===== src/rtl/intc_pkg.sv =====
// Package: shared constants and helpers for the latched interrupt controller.
// Assumes a 32-bit register bus with four byte lanes.
package intc_pkg;

    localparam int DATA_W   = 32;
    localparam int LANES    = DATA_W / 8;

    // Register selectors, taken from address bits [6:2]
    localparam logic [4:0] SEL_STATUS = 5'h1C;   // byte offset 0x70
    localparam logic [4:0] SEL_ENABLE = 5'h1D;   // byte offset 0x74
    localparam logic [4:0] SEL_GCTL   = 5'h1E;   // byte offset 0x78

    // Fixed source assignments
    localparam int SRC_DMA_DONE = 3;
    localparam int SRC_AUDIO    = 9;

    // Expand a byte-lane strobe into a bit mask
    function automatic logic [DATA_W-1:0] lane_bits(input logic [LANES-1:0] be);
        logic [DATA_W-1:0] m;
        for (int k = 0; k < LANES; k++) begin
            m[8*k +: 8] = {8{be[k]}};
        end
        return m;
    endfunction

endpackage


===== src/rtl/intc_status.sv =====
// Module: sticky status register.
// Each request bit sets its status bit; an acknowledge write keeps only the
// bits whose keep flag is 1. A request in the same cycle as an acknowledge
// wins. Assumes the keep vector is already lane-qualified by the caller.
module intc_status #(
    parameter int NUM_SRC = 26
) (
    input  logic               clk,
    input  logic               rst_n,
    input  logic [NUM_SRC-1:0] req,
    input  logic               ack_we,
    input  logic [NUM_SRC-1:0] ack_keep,
    output logic [NUM_SRC-1:0] status
);

    logic [NUM_SRC-1:0] kept;

    // Bits surviving an acknowledge this cycle
    always_comb begin
        kept = ack_we ? (status & ack_keep) : status;
    end

    // Latch requests on top of the surviving bits
    always_ff @(posedge clk) begin
        if (!rst_n) status <= '0;
        else        status <= kept | req;
    end

    // without an acknowledge no set bit ever clears
    a_r2_sticky: assert property (@(posedge clk) disable iff (!rst_n)
        !ack_we |=> ((status & $past(status)) == $past(status)));

    // every requested bit is set after the edge
    a_r2_req_sets: assert property (@(posedge clk) disable iff (!rst_n)
        1'b1 |=> ((status & $past(req)) == $past(req)));

    // an acknowledge never sets a bit that was neither set nor requested
    a_r3_ack_no_set: assert property (@(posedge clk) disable iff (!rst_n)
        ack_we |=> ((status & ~($past(status) | $past(req))) == '0));

endmodule


===== src/rtl/intc_enable.sv =====
// Module: per-source enable register with lane-masked update.
// Bits outside the write mask keep their value. Assumes the mask is already
// expanded from the byte-lane strobe.
module intc_enable #(
    parameter int NUM_SRC = 26
) (
    input  logic               clk,
    input  logic               rst_n,
    input  logic               we,
    input  logic [NUM_SRC-1:0] wdata,
    input  logic [NUM_SRC-1:0] wmask,
    output logic [NUM_SRC-1:0] en
);

    // Merge new data into the selected bits only
    always_ff @(posedge clk) begin
        if (!rst_n)  en <= '0;
        else if (we) en <= (en & ~wmask) | (wdata & wmask);
    end

    // bits outside the mask are untouched by a write
    a_r4_outside_mask: assert property (@(posedge clk) disable iff (!rst_n)
        we |=> ((en & ~$past(wmask)) == ($past(en) & ~$past(wmask))));

    // without a write the register holds
    a_r4_hold: assert property (@(posedge clk) disable iff (!rst_n)
        !we |=> $stable(en));

endmodule


===== src/rtl/intc_gmask.sv =====
// Module: global mask flag with claim-on-read.
// A read of the control register masks; a write sets mask = NOT bit 0.
// Assumes read and write hits are never high together.
module intc_gmask (
    input  logic clk,
    input  logic rst_n,
    input  logic rd_hit,
    input  logic wr_hit,
    input  logic wbit,
    output logic masked
);

    // Update the mask from control accesses
    always_ff @(posedge clk) begin
        if (!rst_n)      masked <= 1'b0;
        else if (rd_hit) masked <= 1'b1;
        else if (wr_hit) masked <= ~wbit;
    end

    // a control read always leaves the controller masked
    a_r5_claim: assert property (@(posedge clk) disable iff (!rst_n)
        rd_hit |=> masked);

    // the mask moves only on a control access
    a_r6_hold: assert property (@(posedge clk) disable iff (!rst_n)
        (!rd_hit && !wr_hit) |=> $stable(masked));

endmodule


===== src/rtl/intc_top.sv =====
// Module: latched interrupt controller top.
// Decodes the register bus, feeds the status, enable and mask blocks,
// returns registered lane-masked read data and drives the CPU pending line.
// Assumes one access per cycle and NUM_SRC no larger than the data width.
module intc_top #(
    parameter int NUM_SRC = 26,
    parameter int ADDR_W  = 7
) (
    input  logic                        clk,
    input  logic                        rst_n,
    input  logic [NUM_SRC-1:0]          irq_req,
    input  logic                        bus_sel,
    input  logic                        bus_wr,
    input  logic [ADDR_W-1:0]           bus_addr,
    input  logic [intc_pkg::DATA_W-1:0] bus_wdata,
    input  logic [intc_pkg::LANES-1:0]  bus_be,
    output logic [intc_pkg::DATA_W-1:0] bus_rdata,
    output logic                        cpu_irq
);
    import intc_pkg::*;

    localparam int PAD_W = DATA_W - NUM_SRC;

    logic [4:0]         reg_sel;
    logic               hit_status, hit_enable, hit_gctl, hit_any;
    logic               rd_acc, wr_acc;
    logic [DATA_W-1:0]  lane_mask;
    logic [NUM_SRC-1:0] status, en;
    logic               masked;
    logic [DATA_W-1:0]  rd_word;

    // Register selection from address bits [6:2]
    always_comb begin
        reg_sel    = bus_addr[6:2];
        hit_status = (reg_sel == SEL_STATUS);
        hit_enable = (reg_sel == SEL_ENABLE);
        hit_gctl   = (reg_sel == SEL_GCTL);
        hit_any    = hit_status | hit_enable | hit_gctl;
        rd_acc     = bus_sel & ~bus_wr;
        wr_acc     = bus_sel & bus_wr;
        lane_mask  = lane_bits(bus_be);
    end

    intc_status #(.NUM_SRC(NUM_SRC)) u_status (
        .clk      (clk),
        .rst_n    (rst_n),
        .req      (irq_req),
        .ack_we   (wr_acc & hit_status),
        .ack_keep (bus_wdata[NUM_SRC-1:0] | ~lane_mask[NUM_SRC-1:0]),
        .status   (status)
    );

    intc_enable #(.NUM_SRC(NUM_SRC)) u_enable (
        .clk   (clk),
        .rst_n (rst_n),
        .we    (wr_acc & hit_enable),
        .wdata (bus_wdata[NUM_SRC-1:0]),
        .wmask (lane_mask[NUM_SRC-1:0]),
        .en    (en)
    );

    intc_gmask u_gmask (
        .clk    (clk),
        .rst_n  (rst_n),
        .rd_hit (rd_acc & hit_gctl),
        .wr_hit (wr_acc & hit_gctl & bus_be[0]),
        .wbit   (bus_wdata[0]),
        .masked (masked)
    );

    // Select the word a read returns, before lane masking
    always_comb begin
        rd_word = '0;
        if (hit_status)      rd_word = {{PAD_W{1'b0}}, status};
        else if (hit_enable) rd_word = {{PAD_W{1'b0}}, en};
        else if (hit_gctl)   rd_word = {{(DATA_W-1){1'b0}}, ~masked};
    end

    // Register read data, qualified by the byte lanes
    always_ff @(posedge clk) begin
        if (!rst_n)      bus_rdata <= '0;
        else if (rd_acc) bus_rdata <= rd_word & lane_mask;
    end

    // Pending line to the CPU
    always_comb begin
        cpu_irq = ~masked & (|(status & en));
    end

    // a masked controller never signals the CPU
    a_r7_masked_quiet: assert property (@(posedge clk) disable iff (!rst_n)
        masked |-> !cpu_irq);

    // an unmapped read returns zero
    a_r9_unmapped_zero: assert property (@(posedge clk) disable iff (!rst_n)
        (rd_acc && !hit_any) |=> (bus_rdata == '0));

    // read data holds between reads
    a_r8_rdata_hold: assert property (@(posedge clk) disable iff (!rst_n)
        !rd_acc |=> $stable(bus_rdata));

endmodule


===== config.mk =====
export PLATFORM = sky130hd
export DESIGN_NAME = intc_top
export DESIGN_NICKNAME = d
export VERILOG_FILES = /design/src/rtl/intc_pkg.sv /design/src/rtl/intc_status.sv /design/src/rtl/intc_enable.sv /design/src/rtl/intc_gmask.sv /design/src/rtl/intc_top.sv
export SDC_FILE = /design/constraint.sdc
export NUM_CORES = 1
export LEC_CHECK = 0
export CAP_MARGIN = 40
export CORE_UTILIZATION = 40
export DETAILED_ROUTE_END_ITERATION = 10
export GPL_TIMING_DRIVEN = 0
export HOLD_SLACK_MARGIN = 0.05
export PLACE_DENSITY = 0.8
export SYNTH_ARGS = -nofsm -noshare
export SYNTH_HDL_FRONTEND = slang
export SYNTH_HIERARCHICAL = 1
export SYNTH_SLANG_ARGS = --single-unit

===== constraint.sdc =====
create_clock -name clk -period 3.05 [get_ports clk]
set_input_delay 0.305 -clock clk [delete_from_list [all_inputs] [get_ports clk]]
set_output_delay 0.305 -clock clk [all_outputs]
set_load 0.03 [all_outputs]

======== After elaboration in Yosys (flattened, before gate mapping) ========
Cells that the tools add are included.
Widths: inputs -> output; s select.
word-level totals
  word-level logic and storage cells ...... 35
  input port bits ......................... 73
  register bits after elaboration ......... 85
  output and inout port bits .............. 33
cells by class
  reductions and logical operators ........ 2
  muxes and demuxes ....................... 6
  equality and inequality tests ........... 3
  bitwise logic cells ..................... 20
operators by type and width
  kind                number
  $and 26x26->26      4
  $mux 26             3
  $or 26x26->26       3
  $and 32x32->32      1
  $not 26->26         1
  $reduce_or 26->1    1
  $eq 5x5->1 const B  3
  $and 1x1->1         8
  $mux 1              3
  $not 1->1           3
  $reduce_bool 2->1   1

======== Depth between registers and ports, before layout ========
Gate-level depths: netlist of the first run.
  word-level depth ........................ 5
  mapped depth ............................ 8
  depth with buffers taken out ............ 6

======== Hierarchy ========
The synthesis of the first run kept the hierarchy.
modules (own cells, without submodules)
  module       sequential area each (um^2)  area an instance (um^2)  instances  cells each
  intc_top     520.5                        1554.0                   1          178
  intc_enable  520.5                        1156.1                   1          139
  intc_status  520.5                        1099.8                   1          108
  intc_gmask   20.0                         41.3                     1          4

======== Worst setup path after synthesis of the first run ========
OpenSTA, ideal clock, no wires.
  kind .................................... input port to flip-flop
  start point ............................. in bus_addr[2]
  end point ............................... reg u_status.status[13]
  library setup time ...................... 0.116 ns
  required time ........................... 2.934 ns
  path slack .............................. 1.501 ns
  stages .................................. 6
  arrival time ............................ 1.434 ns
  path through ............................ buf_6 buf_6 nor3_1 buf_6 nor3b_2 nor2_1
between the ends
  word-level cells in the longest chain between the ends .. 4
RTL lines
  what                    line               text
  start: declaration      intc_top.sv:14     input logic [ADDR_W-1:0] bus_addr,
  $eq 5x5->1              intc_top.sv:35     hit_status = (reg_sel == SEL_STATUS);
  $and 1x1->1             intc_top.sv:48     .ack_we (wr_acc & hit_status),
  $mux 26                 intc_status.sv:20  kept = ack_we ? (status & ack_keep) : status;
  $or 26x26->26           intc_status.sv:26  else status <= kept | req;
  end signal: assignment  intc_status.sv:26
  end: declaration        intc_status.sv:13  output logic [NUM_SRC-1:0] status
No other way between the ends.
A chain may end at the register's enable or synchronous reset.

======== Worst setup path after layout of the first run ========
  start point ............................. reg u_status.status[20]
  end point ............................... out cpu_irq
between the ends
  word-level cells in the longest chain between the ends .. 3
RTL lines
  what              line            text
  $and 26x26->26    intc_top.sv:87  cpu_irq = ~masked & (|(status & en));
  $reduce_or 26->1  intc_top.sv:87
  $and 1x1->1       intc_top.sv:87
  end: declaration  intc_top.sv:18  output logic cpu_irq
No other way between the ends.

==> results of run 1 <==
[cell type report]
type / count / area, um^2
plain buffers: 25 / 235.2
fillers: 878 / 4136
repair buffers: 92 / 918.4
multi-input cells: 327 / 2042
clock buffers: 12 / 155.1
flip-flops and latches: 79 / 1582
clock inverters: 3 / 42.54
well taps: 129 / 161.4
inverters: 3 / 11.26
[layout by cell type, fill, tap and decap left out, drive strengths merged]
master         count
clkinv             1
inv                3
clkbuf            14
o22ai              1
nand2            104
bufinv             1
nand3              3
o21ai             49
a21oi              1
mux2               2
clkinvlp           1
nand4              1
a22o               4
nor4               2
nor3               4
clkdlybuf4s50     91
a41oi              1
nor2b              2
dfxtp             79
buf               24
nor3b             26
mux2i             50
nand2b            28
and2               1
nor2              29
o31a               1
conb               6
a22oi              7
a32oi              2
a221oi             3
[how the worst max path moves through the flow]
stage	to
floorplan	u_status/status[13]$_SDFF_PN0_
global placement	u_status/status[5]$_SDFF_PN0_
detailed placement	bus_rdata[23]$_SDFFE_PN0P_
CTS	cpu_irq
global route	cpu_irq
finish	cpu_irq
[through the flow]
step | std cells | util | setup slack [ns]
3_3_place_gp | 654 | 0.5323 | 0.4818
4_1_cts | 670 | 0.5544 | 0.6147
5_1_grt | 670 | 0.5544 | 0.5685
3_5_place_dp | 655 | 0.5332 | 0.7215
6_report | 670 | 0.5544 | 0.6232
2_1_floorplan | 434 | - | 1.501
[routing by layer]
| layer | vias up | global-route usage |
|---|---|---|
| met5 | - | 0 |
| met4 | 0 | 0.07023 |
| met3 | 10 | 0.03900 |
| met2 | 118 | 0.3725 |
| met1 | 1633 | 0.2839 |
| li1 | 1677 | - |
[worst max-delay path, delay by kind of cell, from the launching register on]
| family | cells | cell delay (ns) |
|---|---|---|
| DFF | 1 | 0.35 |
| AOI/OAI and AO/OA | 3 | 0.79 |
| buffers and inverters | 1 | 0.64 |
[power by group through the flow]
| stage | registers [W] | clock network (W) | logic (W) |
|---|---|---|---|
| after floorplan | 0.00110 | 0 | 0.000123 |
| after global placement | 0.00110 | 0 | 0.000261 |
| after global routing | 0.00108 | 0.000860 | 0.000289 |
| final | 0.00108 | 0.000793 | 0.000269 |
| after CTS | 0.00108 | 0.000803 | 0.000269 |
| after detailed placement | 0.00110 | 0 | 0.000267 |
[kinds of logic (layout without fill, tap and decap cells)]
family	count (synthesis)	count (layout)
AND/OR/NAND/NOR	200	200
flip-flops	79	79
other	1	6
buffers and inverters	28	135
multiplexers	52	52
AO/OA/AOI/OAI	69	69
==> impl_metrics.yaml, run 1 <==
outcome:
  outcome: "completed"
synthesis:
  synth_mux_area_frac: 0.1358
  synthXorXnorAreaFrac: 0
  synth_common_cells: "nand2_1 (101), dfxtp_1 (79), mux2i_1 (50)"
  ys_warn_count: 6
  ys_top_cells_by_area: "dfxtp_1 (41%), mux2i_1 (13%), nand2_1 (9.8%), nor3b_2 (6.2%), o21ai_0 (4.5%)"
  synth_compound_gate_area_share: 0.1101
  synth_edf_count: 0
  seq_area_frac_synth: 0.4107
  async_flop_share: 0
  ys_ff_latch: 79
  synthAdderAreaFrac: 0
  synth-simple-area-share: 0.2784
  post_synth_num_cell_types: 36
  yosysTopAreaCell: "dfxtp_1"
  syn-mean-instance-area_um2: 8.977
  yosysMostFrequentCell: "nand2_1"
  yosys.area.top_type_share: 0.4107
  syn_inst: 429
  syn-cell-area_mm2: 0.003851
  synth_top_family_by_area: "simple AND/OR/NAND/NOR gates"
  ys.flop_type: "dfxtp_1"
global_routing:
  grt.overflow.total: 0
  grt_pass1_wl_um: 16960
  grt_max_degree: 19
  antenna_found_initial: 0
  grt_pass1_vias: 3393
  grtUsageTotal: 0.2199
min_path:
  min_path_cells: 2
  hold_path_class: "register to register"
  min-delay-start: "bus_rdata[9]$_SDFFE_PN0P_"
  whs_endpoint: "bus_rdata[9]$_SDFFE_PN0P_"
power:
  clkPwrFrac: 0.370
  irDropWorstVdd_mv: 0.2250
  swShare: 0.2479
  power_density_mw_per_mm2: 416.4
  total_power_w: 0.002143
  p_int_w: 0.001612
  seqPwrFrac: 0.504
  switchingPower_w: 0.0005314
  power.leakage_nw: 2.058
  power_frac_comb: 0.126
floorplanning:
  dieArea_mm2: 0.01002
  core_mm2: 0.009284
  initial_core_util: 0.4148
  die_h_um: 100.1
  ios: 106
  row_count: 35
  die_w_um: 100.1
worst_setup_path:
  critical_path_class: "register to primary output"
  r2r_cells: 3
  crit_slowest_cell: "clkdlybuf4s50_1"
  timing.rr.end: "bus_rdata[24]$_SDFFE_PN0P_"
  path_cells: "a22o_1 > a221oi_1 > a41oi_1 > clkdlybuf4s50_1"
  slowest_delay_ns: 0.64
  cp-startpoint: "u_status/status[20]$_SDFF_PN0_"
  ff2ff_setup_slack_ns: 2.09
  worstPathMaxFanout: 3
  cp.arrival_ns: 2.12
  end_kind: "primary output"
  r2r_start: "u_status/status[24]$_SDFF_PN0_"
  worst_setup_path_start_kind: "register"
  critPathRequiredTime_ns: 2.74
timing:
  hold-worst-slack_ns: 0.4514
  max_freq_mhz: 412.1
  slew_headroom: 0.5002
  finalHoldViolCount: 0
  finalClockSkew_ns: 0.007610
  setup-tns-final_ns: 0
  finalSetupViolCount: 0
  slew_viol_final: 0
  rsz0062_at_grt: "false"
  worstMarginPinSlew_ns: 0.7474
  period_needed_ns: 2.427
  period_share: 0.7957
cts:
  htree_num_levels: 3
  cts_resized: 0
  clk_pin_slew_ns: 0.08
  clock_latency_ns: 0.34
  clockRootBuffer: "clkbuf_8"
  hold_buffers: 0
  clk_path_buf_depth: 2
  cts_sinks: 79
  cts_setup_buffers: 0
  numCtsBuffers: 9
  cts_tree: "yes"
detailed_routing:
  drt_iter0_drc: 185
  wl_met1_um: 4683
  drc: 0
  route.met3.wl_um: 574
  postRouteAntennaNets: 0
  vias: 3438
  firstDrtPassIters: 4
  maxUsedRoutingLayer: "met4"
  post_drt_wl_per_cell_um: 15.62
  vias_per_cell: 5.131
  wl_um: 10460
  dr_wl_met2_um: 5088
placement:
  dp_hpwl_um: 7729
  portBuffers: 91
  placed_cell_area_mm2: 0.004950
  gp_congestion: 0.8761
job:
  maxCapViolCount: 0
layout:
  nNetsFinal: 610
  drive_gt1_frac: 0.1331
  num_antenna_cells: 0
  area_delta_synth_final_pct: 33.66
  stdcell_area_mm2: 0.005147
Power figures use the tool's default switching activity.
==> run 2: changes to the inputs <==
==> constraint.sdc (replaced) <==
create_clock -name clk -period 2.38 [get_ports clk]
set_input_delay 0.238 -clock clk [delete_from_list [all_inputs] [get_ports clk]]
set_output_delay 0.238 -clock clk [all_outputs]
set_load 0.03 [all_outputs]
==> impl_metrics.yaml, run 2 (synthesis results as in run 1) <==
floorplanning:
  die_w_um: 100.1
  ios: 106
  initial_core_util: 0.4148
  row_count: 35
  core_mm2: 0.009284
  die_h_um: 100.1
  dieArea_mm2: 0.01002
detailed_routing:
  firstDrtPassIters: 4
  post_drt_wl_per_cell_um: 15.52
  drt_iter0_drc: 185
  vias_per_cell: 5.127
  drc: 0
  wl_um: 10400
  vias: 3435
  postRouteAntennaNets: 0
worst_setup_path:
  critical_path_class: "register to primary output"
  worstPathMaxFanout: 3
  path_cells: "a22o_1 > a221oi_1 > a41oi_1 > dlymetal6s2s_1"
  worst_setup_path_start_kind: "register"
  r2r_cells: 3
  ff2ff_setup_slack_ns: 1.42
  slowest_delay_ns: 0.35
  end_kind: "primary output"
  crit_slowest_cell: "dfxtp_1"
  critPathRequiredTime_ns: 2.14
  cp.arrival_ns: 1.77
power:
  p_int_w: 0.002066
  power_density_mw_per_mm2: 533.2
  seqPwrFrac: 0.504
  switchingPower_w: 0.0006803
  swShare: 0.2477
  clkPwrFrac: 0.370
  total_power_w: 0.002746
  irDropWorstVdd_mv: 0.2878
  power_frac_comb: 0.125
  power.leakage_nw: 2.077
cts:
  cts_sinks: 79
  numCtsBuffers: 9
  clockRootBuffer: "clkbuf_8"
  htree_num_levels: 3
  cts_setup_buffers: 0
  cts_tree: "yes"
  clk_pin_slew_ns: 0.08
  clock_latency_ns: 0.34
  clk_path_buf_depth: 2
  hold_buffers: 0
global_routing:
  antenna_found_initial: 0
  grt_max_degree: 19
  grtUsageTotal: 0.2199
  grt_pass1_vias: 3393
  grt_pass1_wl_um: 16960
  grt.overflow.total: 0
layout:
  n_fill_cell: 877
  drive_gt1_frac: 0.1331
  stdcell_area_mm2: 0.005150
  area_delta_synth_final_pct: 33.72
  layout_commonest_cell: "nand2_1"
  final_cell_mix: "nand2_1 (101), clkdlybuf4s50_1 (90), dfxtp_1 (79)"
  num_antenna_cells: 0
  nNetsFinal: 610
timing:
  finalHoldViolCount: 0
  max_freq_mhz: 498.3
  period_share: 0.8432
  period_needed_ns: 2.007
  worstMarginPinSlew_ns: 0.7545
  setup-tns-final_ns: 0
  finalSetupViolCount: 0
  finalClockSkew_ns: 0.006214
  slew_viol_final: 0
  rsz0062_at_grt: "false"
  slew_headroom: 0.4954
min_path:
  hold_path_class: "register to register"
  min_path_cells: 2
job:
  maxCapViolCount: 0
outcome:
  outcome: "completed"
placement:
  placed_cell_area_mm2: 0.004950
  gp_congestion: 0.8761
  dp_hpwl_um: 7729
  portBuffers: 91
## run 2: changes by cell type in the layout (fill, tap and decap cells not counted), sizes merged
cell           before  now
clkdlybuf4s50      91   90
dlymetal6s2s        0    1
## run 2: final cells by class
type,instances,area [um^2],share of cell area
Buffer,25,235.2,0.04568
Inverter,3,11.26,0.002187
Clock buffer,12,155.1,0.03013
Tap cell,129,161.4,0.03134
Multi-Input combinational cell,327,2042,0.3965
Sequential cell,79,1582,0.3071
Timing Repair Buffer,92,920.9,0.1788
Clock inverter,3,42.54,0.008260
## run 2: worst max-delay path: cells and delay by family, from the launching register on
family	cells	cell delay (ns)
flip-flops	1	0.35
buffers and inverters	1	0.29
AO/OA/AOI/OAI	3	0.78
## run 2: power by group through the flow
| stage | sequential, W | combinational (W) | clock [W] |
|---|---|---|---|
| after global routing | 0.00139 | 0.000371 | 0.00110 |
| after floorplan | 0.00141 | 0.000158 | 0 |
| after global placement | 0.00141 | 0.000334 | 0 |
| after detailed placement | 0.00142 | 0.000342 | 0 |
| after CTS | 0.00138 | 0.000344 | 0.00103 |
| final | 0.00139 | 0.000344 | 0.00102 |
## run 2: timing repair
item,CTS,global route
endpoints found under the hold margin,0,0
gates resized for setup,0,1
endpoints found under the setup margin,0,1
## run 2: path summary, 6_finish.rpt
path,from,to
worst max register to register,u_status/status[24]$_SDFF_PN0_,bus_rdata[24]$_SDFFE_PN0P_
worst min-delay path,bus_rdata[9]$_SDFFE_PN0P_,bus_rdata[9]$_SDFFE_PN0P_
worst max-delay path,u_status/status[20]$_SDFF_PN0_,cpu_irq
worst min register to register,bus_rdata[9]$_SDFFE_PN0P_,bus_rdata[9]$_SDFFE_PN0P_
## run 2: stage by stage
stage | utilization | hold WS (ns) | instances | setup slack (ns)
after floorplan | - | 0.3649 | 434 | 0.8977
after global placement | 0.5323 | 0.4356 | 654 | -0.1212
after detailed placement | 0.5332 | 0.4425 | 655 | 0.1185
after CTS | 0.5544 | 0.4485 | 670 | 0.01171
after global routing | 0.5547 | 0.4445 | 670 | 0.2869
final | 0.5547 | 0.4508 | 670 | 0.3733
## run 2: per-layer routing
layer | wire, um | GRT usage | vias to the layer above
met5 | 0 | 0 | -
met4 | 155 | 0.07023 | 0
met3 | 649 | 0.03900 | 14
met2 | 5030 | 0.3725 | 122
met1 | 4566 | 0.2839 | 1622
li1 | - | - | 1677
==> run 3: changes to the inputs <==
==> constraint.sdc (replaced) <==
create_clock -name clk -period 2 [get_ports clk]
set_input_delay 0.2 -clock clk [delete_from_list [all_inputs] [get_ports clk]]
set_output_delay 0.2 -clock clk [all_outputs]
set_load 0.03 [all_outputs]
==> impl_metrics.yaml, run 3 (synthesis results as in run 1) <==
timing:
  slew_viol_final: 0
  worst_slack_ns: 0.1189
  finalSetupViolCount: 0
  hold-worst-slack_ns: 0.3651
  worstMarginPinSlew_ns: 0.7534
  max_freq_mhz: 531.6
  period_share: 0.9406
  finalHoldViolCount: 0
  rsz0062_at_grt: "false"
  period_needed_ns: 1.881
  slew_headroom: 0.4962
  finalClockSkew_ns: 0.007200
global_routing:
  grt_max_degree: 19
  grtUsageTotal: 0.2204
  grt_pass1_vias: 3393
  antenna_found_initial: 0
  grt.overflow.total: 0
  grt_pass1_wl_um: 16980
cts:
  cts_sinks: 79
  cts_tree: "yes"
  clock_latency_ns: 0.35
  htree_num_levels: 3
  clockRootBuffer: "clkbuf_8"
  clk_path_buf_depth: 2
  numCtsBuffers: 9
  cts_setup_buffers: 0
  clk_pin_slew_ns: 0.08
worst_setup_path:
  critical_path_class: "register to primary output"
  critPathRequiredTime_ns: 1.80
  end_kind: "primary output"
  worst_setup_path_start_kind: "register"
  cp.arrival_ns: 1.68
  worstPathMaxFanout: 3
power:
  total_power_w: 0.003270
  switchingPower_w: 0.0008120
  swShare: 0.2483
  seqPwrFrac: 0.504
  p_int_w: 0.002458
  power.leakage_nw: 2.071
  clkPwrFrac: 0.370
  power_density_mw_per_mm2: 634.8
  power_frac_comb: 0.125
  irDropWorstVdd_mv: 0.3421
min_path:
  hold_path_class: "primary input to register"
layout:
  drive_gt1_frac: 0.1368
  nNetsFinal: 610
  final_cell_mix: "nand2_1 (101), clkdlybuf4s50_1 (89), dfxtp_1 (79)"
  layout_commonest_cell: "nand2_1"
  n_fill_cell: 879
  area_delta_synth_final_pct: 33.76
  num_antenna_cells: 0
  post-route-util: 0.5549
floorplanning:
  row_count: 35
  die_w_um: 100.1
  initial_core_util: 0.4148
  dieArea_mm2: 0.01002
  core_mm2: 0.009284
  die_h_um: 100.1
  ios: 106
detailed_routing:
  postRouteAntennaNets: 0
  vias: 3422
  drc: 0
  vias_per_cell: 5.107
  post_drt_wl_per_cell_um: 15.61
  firstDrtPassIters: 4
  drt_iter0_drc: 169
  wl_um: 10460
placement:
  pre_cts_slack_ns: -0.2235
  portBuffers: 91
  dp_hpwl_um: 7729
  gp_congestion: 0.8761
outcome:
  outcome: "completed"
job:
  maxCapViolCount: 0
## run 3: cell types whose count changed in the layout (fill, tap and decap cells not counted)
cell	delta
a221oi_2	+1
a221oi_1	-1
clkbuf_2	+1
clkdlybuf4s50_1	-1
## run 3: worst max-delay path, stage by stage, from the launching register on
cell and delay, ns:
dfxtp_1 0.36, a22o_1 0.26, a221oi_1 0.26, a41oi_1 0.22
clkbuf_2 0.23
## run 3: layout make-up
class / count / area, um^2 / area share
sequential: 79 / 1582 / 0.3070
multi-input combinational: 327 / 2048 / 0.3976
clock buffer: 12 / 155.1 / 0.03012
buffer: 25 / 235.2 / 0.04566
clock inverter: 3 / 42.54 / 0.008258
timing repair buffer: 92 / 915.9 / 0.1778
tap: 129 / 161.4 / 0.03133
inverter: 3 / 11.26 / 0.002186
## run 3: final timing paths
| kind | depth (start not counted) | endpoint | slack (ns) | start |
|---|---|---|---|---|
| max | 4 | cpu_irq | 0.12 | u_status/status[19]$_SDFF_PN0_ |
| min | 2 | u_gmask/masked$_SDFFE_PN0P_ | 0.37 | rst_n |
| max reg2reg | 3 | bus_rdata[24]$_SDFFE_PN0P_ | 1.04 | u_status/status[24]$_SDFF_PN0_ |
| min reg2reg | 2 | bus_rdata[9]$_SDFFE_PN0P_ | 0.45 | bus_rdata[9]$_SDFFE_PN0P_ |
## run 3: timing repair
| action | in CTS | in global routing |
|---|---|---|
| hold buffers | 0 | 0 |
| hold endpoints to repair | 0 | 0 |
| setup endpoints to repair | 1 | 7 |
| resized for setup | 4 | 2 |
## run 3: routing by layer
metal / part of all wire / wire length [um] / track usage
met5: 0 / 0 / 0
met1: 0.43 / 4514 / 0.2839
met2: 0.49 / 5081 / 0.3741
met4: 0.0097 / 101 / 0.07023
met3: 0.073 / 763 / 0.03900
## run 3: stage by stage
stage	cells	instance area (um^2)	TNS, ns
final	670	5151	0
after CTS	670	5152	0
after global routing	670	5151	0
after floorplan	434	3870	0
after detailed placement	655	4950	-5.660
after global placement	654	4942	-14.30
## run 3: power groups by stage
stage | Sequential [W] | Clock, W | Combinational (W)
5_1_grt | 0.00165 | 0.00131 | 0.000441
3_5_place_dp | 0.00168 | 0 | 0.000407
3_3_place_gp | 0.00168 | 0 | 0.000398
6_report | 0.00165 | 0.00121 | 0.000409
2_1_floorplan | 0.00167 | 0 | 0.000188
4_1_cts | 0.00165 | 0.00123 | 0.000409
